## config.mk

```make
export PLATFORM = sky130hd
export DESIGN_NAME = cfg_boot_loader
export DESIGN_NICKNAME = d
export VERILOG_FILES = /design/src/rtl/cfgl_pkg.sv /design/src/rtl/cfgl_addr_gen.sv /design/src/rtl/cfgl_seq.sv /design/src/rtl/cfgl_reg_bank.sv /design/src/rtl/cfg_boot_loader.sv
export SDC_FILE = /design/constraint.sdc
export NUM_CORES = 1
export LEC_CHECK = 0
export ABC_AREA = 0
export ABC_CLOCK_PERIOD_IN_PS = 2300
export BUFFER_PORTS_ARGS = -buffer_cell sky130_fd_sc_hd__buf_4
export CAP_MARGIN = 40
export CORE_MARGIN = 2
export CORE_UTILIZATION = 30
export DETAILED_ROUTE_END_ITERATION = 7
export PLACE_DENSITY = 0.61
export REMOVE_ABC_BUFFERS = 1
export SLEW_MARGIN = 40
export SYNTH_ARGS = -nofsm -noshare
export SYNTH_HDL_FRONTEND = slang
export SYNTH_SLANG_ARGS = --single-unit
```

## constraint.sdc

```tcl
create_clock -name clk -period 2.3 [get_ports clk]
set_input_delay 0 -clock clk [delete_from_list [all_inputs] [get_ports clk]]
set_output_delay 0 -clock clk [all_outputs]
set_load 0.02 [all_outputs]
```

## src/rtl/cfgl_pkg.sv

```systemverilog
package cfgl_pkg;
   typedef enum logic [1:0] {
      SQ_START = 2'd0,
      SQ_FETCH = 2'd1,
      SQ_WAIT  = 2'd2,
      SQ_DONE  = 2'd3
   } seq_state_t;

   function automatic int unsigned idx_bits(input int unsigned n);
      return (n < 2) ? 1 : $clog2(n);
   endfunction
endpackage

```

## src/rtl/cfgl_addr_gen.sv

```systemverilog
module cfgl_addr_gen #(
   parameter int unsigned ADDR_W      = 24,
   parameter int unsigned IDX_W       = 2,
   parameter int unsigned STRIDE_LOG2 = 1,
   parameter logic [ADDR_W-1:0] EXT_BASE = 24'h0F2018,
   parameter logic [ADDR_W-1:0] INT_BASE = 24'hFF2018
) (
   input  logic              sel_internal,
   input  logic [IDX_W-1:0]  idx,
   output logic [ADDR_W-1:0] addr
);
   logic [ADDR_W-1:0] base;
   logic [ADDR_W-1:0] offset;

   generate
      if (EXT_BASE == INT_BASE) begin : g_one_base
         logic unused_sel;
         assign unused_sel = sel_internal;
         assign base = EXT_BASE;
      end else begin : g_two_base
         assign base = sel_internal ? INT_BASE : EXT_BASE;
      end
   endgenerate

   assign offset = ADDR_W'(idx) << STRIDE_LOG2;
   assign addr   = base + offset;
endmodule

```

## src/rtl/cfgl_seq.sv

```systemverilog
module cfgl_seq
   import cfgl_pkg::*;
#(
   parameter int unsigned NUM_CFG = 3,
   parameter int unsigned IDX_W   = 2
) (
   input  logic             clk,
   input  logic             rst_n,
   input  logic             opt_en,
   input  logic             req_ready,
   input  logic             rsp_valid,
   output logic             req_valid,
   output logic [IDX_W-1:0] idx,
   output logic             cap_en,
   output logic             done
);
   localparam logic [IDX_W-1:0] LAST_FULL = IDX_W'(NUM_CFG - 1);
   localparam logic [IDX_W-1:0] LAST_BASE = IDX_W'(NUM_CFG - 2);

   seq_state_t       state_q, state_d;
   logic [IDX_W-1:0] idx_q, idx_d;
   logic [IDX_W-1:0] last_idx;

   assign last_idx = opt_en ? LAST_FULL : LAST_BASE;

   always_comb begin
      state_d = state_q;
      idx_d   = idx_q;
      unique case (state_q)
         SQ_START: state_d = SQ_FETCH;
         SQ_FETCH: if (req_ready) state_d = SQ_WAIT;
         SQ_WAIT: begin
            if (rsp_valid) begin
               if (idx_q == last_idx) begin
                  state_d = SQ_DONE;
               end else begin
                  idx_d   = idx_q + IDX_W'(1);
                  state_d = SQ_FETCH;
               end
            end
         end
         default: state_d = SQ_DONE;
      endcase
   end

   always_ff @(posedge clk or negedge rst_n) begin
      if (!rst_n) begin
         state_q <= SQ_START;
         idx_q   <= '0;
      end else begin
         state_q <= state_d;
         idx_q   <= idx_d;
      end
   end

   assign req_valid = (state_q == SQ_FETCH);
   assign cap_en    = (state_q == SQ_WAIT) && rsp_valid;
   assign done      = (state_q == SQ_DONE);
   assign idx       = idx_q;

   assert_req_hold_R3: assert property (@(posedge clk) disable iff (!rst_n)
      (req_valid && !req_ready) |=> (req_valid && $stable(idx)));

   assert_done_sticky_R6: assert property (@(posedge clk) disable iff (!rst_n)
      done |=> done);

   assert_done_after_capture_R6: assert property (@(posedge clk) disable iff (!rst_n)
      $rose(done) |-> $past(cap_en));

   assert_no_req_locked_R7: assert property (@(posedge clk) disable iff (!rst_n)
      done |=> !req_valid);
endmodule

```

## src/rtl/cfgl_reg_bank.sv

```systemverilog
module cfgl_reg_bank #(
   parameter int unsigned NUM_CFG = 3,
   parameter int unsigned DATA_W  = 8,
   parameter int unsigned IDX_W   = 2,
   parameter logic [NUM_CFG*DATA_W-1:0] RST_VALS = '1
) (
   input  logic                        clk,
   input  logic                        rst_n,
   input  logic                        lock,
   input  logic                        cap_en,
   input  logic [IDX_W-1:0]            cap_idx,
   input  logic [DATA_W-1:0]           cap_data,
   input  logic                        wr_en,
   input  logic [IDX_W-1:0]            wr_sel,
   input  logic [DATA_W-1:0]           wr_data,
   output logic [NUM_CFG*DATA_W-1:0]   cfg_flat
);
   generate
      for (genvar g = 0; g < NUM_CFG; g++) begin : g_reg
         localparam logic [IDX_W-1:0] MY_IDX = IDX_W'(g);
         logic [DATA_W-1:0] r_q;
         logic              hit_cap, hit_wr;

         assign hit_cap = cap_en && (cap_idx == MY_IDX);
         assign hit_wr  = wr_en && !lock && (wr_sel == MY_IDX);

         always_ff @(posedge clk or negedge rst_n) begin
            if (!rst_n)       r_q <= RST_VALS[g*DATA_W +: DATA_W];
            else if (hit_cap) r_q <= cap_data;
            else if (hit_wr)  r_q <= wr_data;
         end

         assign cfg_flat[g*DATA_W +: DATA_W] = r_q;

         assert_capture_R4: assert property (@(posedge clk) disable iff (!rst_n)
            (cap_en && cap_idx == MY_IDX) |=> (cfg_flat[g*DATA_W +: DATA_W] == $past(cap_data)));
      end
   endgenerate
endmodule

```

## src/rtl/cfg_boot_loader.sv

```systemverilog
module cfg_boot_loader #(
   parameter int unsigned ADDR_W      = 24,
   parameter int unsigned DATA_W      = 8,
   parameter int unsigned NUM_CFG     = 3,
   parameter int unsigned STRIDE_LOG2 = 1,
   parameter logic [ADDR_W-1:0] EXT_BASE = 24'h0F2018,
   parameter logic [ADDR_W-1:0] INT_BASE = 24'hFF2018,
   parameter logic [NUM_CFG*DATA_W-1:0] RST_VALS = '1,
   localparam int unsigned IDX_W = cfgl_pkg::idx_bits(NUM_CFG)
) (
   input  logic                      clk,
   input  logic                      rst_n,
   input  logic                      strap_internal,
   input  logic                      opt_byte_en,
   output logic                      req_valid,
   input  logic                      req_ready,
   output logic [ADDR_W-1:0]         req_addr,
   input  logic                      rsp_valid,
   input  logic [DATA_W-1:0]         rsp_data,
   input  logic                      wr_en,
   input  logic [IDX_W-1:0]          wr_sel,
   input  logic [DATA_W-1:0]         wr_data,
   output logic [NUM_CFG*DATA_W-1:0] cfg_bytes,
   output logic                      cfg_done
);
   generate
      if (NUM_CFG < 2) begin : g_bad_count
         $error("NUM_CFG must be at least 2");
      end
      if (DATA_W < 1) begin : g_bad_width
         $error("DATA_W must be positive");
      end
      if (ADDR_W < STRIDE_LOG2 + IDX_W) begin : g_bad_addr
         $error("ADDR_W too narrow for the fetch offsets");
      end
   endgenerate

   logic [IDX_W-1:0] idx;
   logic             cap_en;

   cfgl_seq #(.NUM_CFG(NUM_CFG), .IDX_W(IDX_W)) u_seq (
      .clk(clk), .rst_n(rst_n), .opt_en(opt_byte_en),
      .req_ready(req_ready), .rsp_valid(rsp_valid),
      .req_valid(req_valid), .idx(idx), .cap_en(cap_en), .done(cfg_done)
   );

   cfgl_addr_gen #(
      .ADDR_W(ADDR_W), .IDX_W(IDX_W), .STRIDE_LOG2(STRIDE_LOG2),
      .EXT_BASE(EXT_BASE), .INT_BASE(INT_BASE)
   ) u_addr (
      .sel_internal(strap_internal), .idx(idx), .addr(req_addr)
   );

   cfgl_reg_bank #(
      .NUM_CFG(NUM_CFG), .DATA_W(DATA_W), .IDX_W(IDX_W), .RST_VALS(RST_VALS)
   ) u_bank (
      .clk(clk), .rst_n(rst_n), .lock(cfg_done),
      .cap_en(cap_en), .cap_idx(idx), .cap_data(rsp_data),
      .wr_en(wr_en), .wr_sel(wr_sel), .wr_data(wr_data),
      .cfg_flat(cfg_bytes)
   );

   assert_locked_R8: assert property (@(posedge clk) disable iff (!rst_n)
      cfg_done |=> $stable(cfg_bytes));

   assert_addr_hold_R3: assert property (@(posedge clk) disable iff (!rst_n)
      (req_valid && !req_ready) |=> $stable(req_addr));
endmodule

```

== After elaboration in Yosys (flattened, before gate mapping) ==
Cells that the tools add are included.

* Flip-flop bits (word level): 28
* Input port bits: 25
* Output and inout bits: 50
* Word-level logic and storage cells: 47

* Add/subtract/negate cells: 2
* Equality and inequality tests: 10
* Multiplexer cells: 12
* Bitwise logic cells: 1
* Reduce and logical (&&, ||, !) cells: 17

{| class="wikitable"
|+ Operators by type and width
! kind !! count
|-
| $mux 8 || 6
|-
| $add 24x3->24 || 1
|-
| $mux 24 || 1
|-
| $eq 2x2->1 const B || 4
|-
| $logic_and 1x1->1 || 8
|-
| $mux 2 || 4
|-
| $eq 2x1->1 const B || 3
|-
| $logic_not 2->1 || 3
|-
| $pmux 2 s3 || 1
|-
| $reduce_bool 2->1 || 3
|-
| $reduce_and 3->1 || 1
|-
| $add 2x1->2 const B || 1
|-
| $eq 2x2->1 || 1
|-
| $ne 2x1->1 const B || 1
|-
| $ne 2x2->1 const B || 1
|-
| $reduce_and 2->1 || 1
|-
| $logic_not 1->1 || 1
|-
| $not 1->1 || 1
|}

== Depth between registers and ports, before layout ==
* Word-level depth: 6
* Depth in mapped cells: 6
* Gate-level depth less buffers: 5

== Modules after synthesis ==
Synthesis repeated with hierarchy kept, for this count alone.

* Cell total of the unflattened synthesis: 156
* Area, all modules: 1634.1 sq um

{| class="wikitable"
|+ Modules (own cells, without submodules)
! module !! instances !! cells an instance !! area an instance (sq um) !! seq. area each (sq um)
|-
| cfgl_reg_bank || 1 || 109 || 1232.4 || 630.6
|-
| cfgl_seq || 1 || 21 || 214.0 || 100.1
|-
| cfgl_addr_gen || 1 || 26 || 187.7 || 0.0
|}

== Worst setup path before layout ==
No wires, ideal clock.

* Kind: register to register
* Start point: register u_seq.idx_q[1] (netlist: u_seq.idx[1])
* End point: register u_bank.g_reg[1].r_q[5]
* Setup time: 0.077 ns
* Arrival time: 1.428 ns
* Data required time: 2.223 ns
* Setup slack: 0.795 ns
* Stages on the path, launching flop included: 7
* Path buffers: 1
* Clock period less this slack: 1.505 ns
* Cells stage by stage: dfrtp_1 inv_1 ha_1 nand4b_1 clkbuf_1 nor2_1 a31oi_1

* Cells in the longest elaborated chain, start to end: 3
* Elaborated cells on any way between the ends: 4
* Those cells by class: 1 x eq/ne; 1 x mux; 2 x reduce/logical

{| class="wikitable"
|+ RTL lines
! what !! RTL line !! text
|-
| start: declaration || cfgl_seq.sv:21 || <nowiki>logic [IDX_W-1:0] idx_q, idx_d;</nowiki>
|-
| start signal: assignment || cfgl_seq.sv:52 || <nowiki>idx_q <= idx_d;</nowiki>
|-
| $eq 2x1->1 * || cfgl_reg_bank.sv:24 || <nowiki>assign hit_cap = cap_en && (cap_idx == MY_IDX);</nowiki>
|-
| $logic_and 1x1->1 * || cfgl_reg_bank.sv:24 ||
|-
| $mux 8 / $reduce_bool 2->1 (equally long branches) || -- ||
|-
| end signal: assignment || cfgl_reg_bank.sv:28 || <nowiki>if (!rst_n) r_q <= RST_VALS[g*DATA_W +: DATA_W];</nowiki>
|-
| end signal: assignment || cfgl_reg_bank.sv:29 || <nowiki>else if (hit_cap) r_q <= cap_data;</nowiki>
|-
| end signal: assignment || cfgl_reg_bank.sv:30 || <nowiki>else if (hit_wr) r_q <= wr_data;</nowiki>
|-
| end: declaration || cfgl_reg_bank.sv:21 || <nowiki>logic [DATA_W-1:0] r_q;</nowiki>
|}

Mark *: on every way between the ends. The rest lies on a longest branch, timed or not.
A chain may end at the register's enable or synchronous reset.

== Worst setup path after layout ==
* Start point: register u_seq.state_q[1]
* End point: register u_bank.g_reg[2].r_q[3]

* Cells in the longest elaborated chain, start to end: 5
* Elaborated cells on any way between the ends: 9
* Those cells by class: 2 x eq/ne; 1 x mux; 6 x reduce/logical

{| class="wikitable"
|+ RTL lines
! what !! RTL line !! text
|-
| start: declaration || cfgl_seq.sv:20 || <nowiki>seq_state_t state_q, state_d;</nowiki>
|-
| start signal: assignment || cfgl_seq.sv:51 || <nowiki>state_q <= state_d;</nowiki>
|-
| $eq 2x2->1 || cfgl_seq.sv:58 || <nowiki>assign done = (state_q == SQ_DONE);</nowiki>
|-
| $logic_not 1->1 || cfgl_reg_bank.sv:25 || <nowiki>assign hit_wr = wr_en && !lock && (wr_sel == MY_IDX);</nowiki>
|-
| $logic_and 1x1->1 (2 in series) || cfgl_reg_bank.sv:25 ||
|-
| $reduce_bool 2->1 (no line) || -- ||
|-
| end signal: assignment || cfgl_reg_bank.sv:28 ||
|-
| end signal: assignment || cfgl_reg_bank.sv:29 ||
|-
| end signal: assignment || cfgl_reg_bank.sv:30 ||
|-
| end: declaration || cfgl_reg_bank.sv:21 ||
|}

Several ways; a longest one is shown, not always the timed one.

==> out/results.ini <==
[power]
p_leak_uw=0.00104
internal-power_uw=1540
p_sw_frac=0.345
clock_power_share=0.168
p_sw_uw=813
vdd_ir_drop_max_mv=0.581
seq_power_share=0.399
combPwrFrac=0.433
cellPowerDensity_nw_per_um2=972

[floorplan]
die_x_um=81.5
die_y_um=81.5
row_count=28
io_pins=75
die_area_um2=6640
start_util=0.308
coreArea_um2=5850

[final_layout]
seq_area_um2=731
fin_nets=282
drive_gt1_frac=0.340
diodes=0
final_area_um2=2420
fillers=605
multi_input_area_um2=828
area.growth.synth_to_final_pct=34.7
fin_cells=328

[setup_path]
crit_type=reg -> reg
timing.rr.start=u_seq.state_q[1]$_DFFE_PN0P_
critPathArrivalTime_ns=2.16
worst_r2r_endpoint=u_bank.g_reg[2].r_q[3]$_DFFE_PN1P_
slowest_delay_ns=0.56
critPathCaptureType=flop
start_kind=flop
crit_buf_inv=1
worstRegToRegCells=4
crit_fanout=40
worst_path_dominant_cell_family=compound AO/OA/AOI/OAI gates
cp.required_ns=2.52
cp_slowest_cell=dlygate4sd3_1
crit_chain=a21bo_4, o21ai_0, a31oi_1, dlygate4sd3_1
r2r_setup_slack_ns=0.36

[clock_network]
h-tree-depth=1
cts_setup_buffers=0
path_clk_slew_ns=0.10
cts_sinks=28
cts_buffers=3
cts.path.max_buffers=2
cts_tree=done
root_buffer=clkbuf_8
clk_latency_ns=0.28

[grt]
track_usage=0.141
grt_use_met1=0.195
grt_pass1_wl_mm=7.23
met2_usage=0.229
first_global_vias=1500
antenna_found_initial=0
use_met3=0.0286
grt_max_degree=41
top_usage_layer=met2
grt_overflow=0

[timing]
setup_violations=0
skew_ns=0.00813
hold_ws_ns=0.000136
max-slew-margin-rel=0.514
fin_ws_ns=0.360
min_period_ns=1.94
fin_crit_sh=0.843
hold_viol=0
fmax_mhz=515
rsz0062_at_grt=no
finalSetupTns_ns=0
drv_slew=0
tightest_slew_ns=0.727

[hold_path]
hold_start=strap_internal
hp-class=in -> out
min_to=req_addr[23]
whs_path_depth=0

[route]
wl_per_cell_um=13.7
drt_iter0_markers=79
drtAntennaViolNets=0
drtPass1Iterations=4
num_vias=1608
wl_mm=4.50
via_per_inst=4.90
route.detailed.drc=0

[run_status]
status=completed

[placed_design]
place_inst=300
io_buffers=51
placed_cell_area_um2=2110
post-place-ws_ns=0.632
gp_congestion=0.754
dp_hpwl_mm=3.00

[synthesis]
ys_warn_count=0
synthCells=193
syn_avg_cell_area_um2=9.33
synth.distinct_cells=34
yosysTopAreaCell=dfstp_2
synthTopCellsByArea=dfstp_2, buf_4, a31oi_1
syn_area_um2=1800
synthArstFlopShare=1.00
yosysSeqAreaShare=0.406
ys_ff_latch=28
synth_top_flop_cell=dfstp_2
synth-edff-count=0
synth_top_area_frac=0.350

[flow_run]
drv_cap=0

==> synth_stat cells, types with 4 or more instances <==
master and number:
clkbuf_1 5, o31a_1 8, o31ai_1 8, nor2_1 18, dfrtp_1 4, buf_4 22, buf_2 7, o21ai_0 8
or4_1 8, dfstp_2 24, nand3_1 8, o22a_1 8, inv_1 11, a31oi_1 16, o41ai_1 9
==> power groups by stage <==
| stage | clock network [uW] | registers [uW] | logic, uW |
|---|---|---|---|
| after floorplan | 0 | 1170 | 304 |
| after global placement | 0 | 946 | 953 |
| after detailed placement | 0 | 948 | 962 |
| after CTS | 409 | 941 | 1030 |
| after global routing | 423 | 966 | 1110 |
| final | 396 | 940 | 1020 |
==> cell type report <==
type                            instances  area share
Timing Repair Buffer                   79       0.269
Sequential cell                        28       0.301
Multi-Input combinational cell        130       0.342
Tap cell                               75      0.0387
Clock inverter                          1      0.0124
Clock buffer                            3      0.0170
Inverter                               12      0.0196
==> cell usage in the layout, fill, tap and decap left out <==
cell type	n
a21bo_4	1
a21boi_1	1
a21oi_1	1
a31oi_1	16
and2_1	1
and3b_1	1
buf_4	55
bufinv_16	1
clkbuf_8	3
conb_1	18
dfrtp_1	4
dfstp_2	24
dlygate4sd3_1	24
ha_1	3
inv_1	11
inv_4	1
mux2_2	1
nand2_1	2
nand2b_1	1
nand3_1	8
nand3b_1	1
nand4b_1	3
nor2_1	18
nor2b_1	2
nor3_1	1
nor3b_1	1
o21ai_0	8
o22a_1	8
o31a_1	8
o31ai_1	8
o41ai_1	9
or4_1	8
xnor2_1	1
==> through the flow <==
stage          total power (uW)  utilization
2_1_floorplan              1470            -
3_3_place_gp               1900        0.360
3_5_place_dp               1910        0.360
4_1_cts                    2380        0.413
5_1_grt                    2500        0.414
6_report                   2360        0.414
==> layer usage <==
layer	share of wire	wire length [um]	vias to the layer above
met1	0.44	1980	750
met2	0.49	2190	60
met3	0.068	304	5
met4	0.0058	26	0
li1	-	-	793
met5	0	0	-
==> logic make-up (layout without fill, tap and decap cells) <==
kind of cell / after synthesis / in the layout / synth area share
xor gates and xnor gates: 1 / 1 / 0.00487
buffers and inverters: 51 / 95 / 0.171
adders and majority gates: 3 / 3 / 0.0209
DFF: 28 / 28 / 0.406
muxes: 1 / 1 / 0.00625
and+or+nand+nor: 47 / 47 / 0.142
AOI/OAI and AO/OA: 60 / 60 / 0.245
other: 2 / 18 / 0.00417
==> worst register-to-register path, stage by stage, from the launching register on <==
cell and delay (ns):
dfrtp_1 0.55, a21bo_4 0.45, o21ai_0 0.16, a31oi_1 0.17, dlygate4sd3_1 0.56
==> state kept, by name, indices dropped and copies added, names as in the netlist <==
signal	cells
u_bank.g.r_q	24
u_seq.state_q	2
u_seq.idx	2
==> how the worst max path moves through the flow <==
stage                                      start                            endpoint  cells after the start
finish              u_seq.state_q[1]$_DFFE_PN0P_  u_bank.g_reg[2].r_q[3]$_DFFE_PN1P_                      4
global route        u_seq.state_q[1]$_DFFE_PN0P_  u_bank.g_reg[2].r_q[2]$_DFFE_PN1P_                      4
CTS                 u_seq.state_q[1]$_DFFE_PN0P_  u_bank.g_reg[2].r_q[3]$_DFFE_PN1P_                      4
detailed placement  u_seq.state_q[0]$_DFFE_PN0P_  u_bank.g_reg[1].r_q[1]$_DFFE_PN1P_                      3
global placement    u_seq.state_q[0]$_DFFE_PN0P_  u_bank.g_reg[1].r_q[1]$_DFFE_PN1P_                      3
floorplan               u_seq.idx[0]$_DFFE_PN0P_  u_bank.g_reg[0].r_q[1]$_DFFE_PN1P_                      5
==> repair_timing <==
action | in CTS | in global routing
endpoints found under the setup margin | 0 | 6
resized for setup | 0 | 1
hold buffers | 24 | 0
endpoints found under the hold margin | 53 | 0
Power figures use the tool's default switching activity.
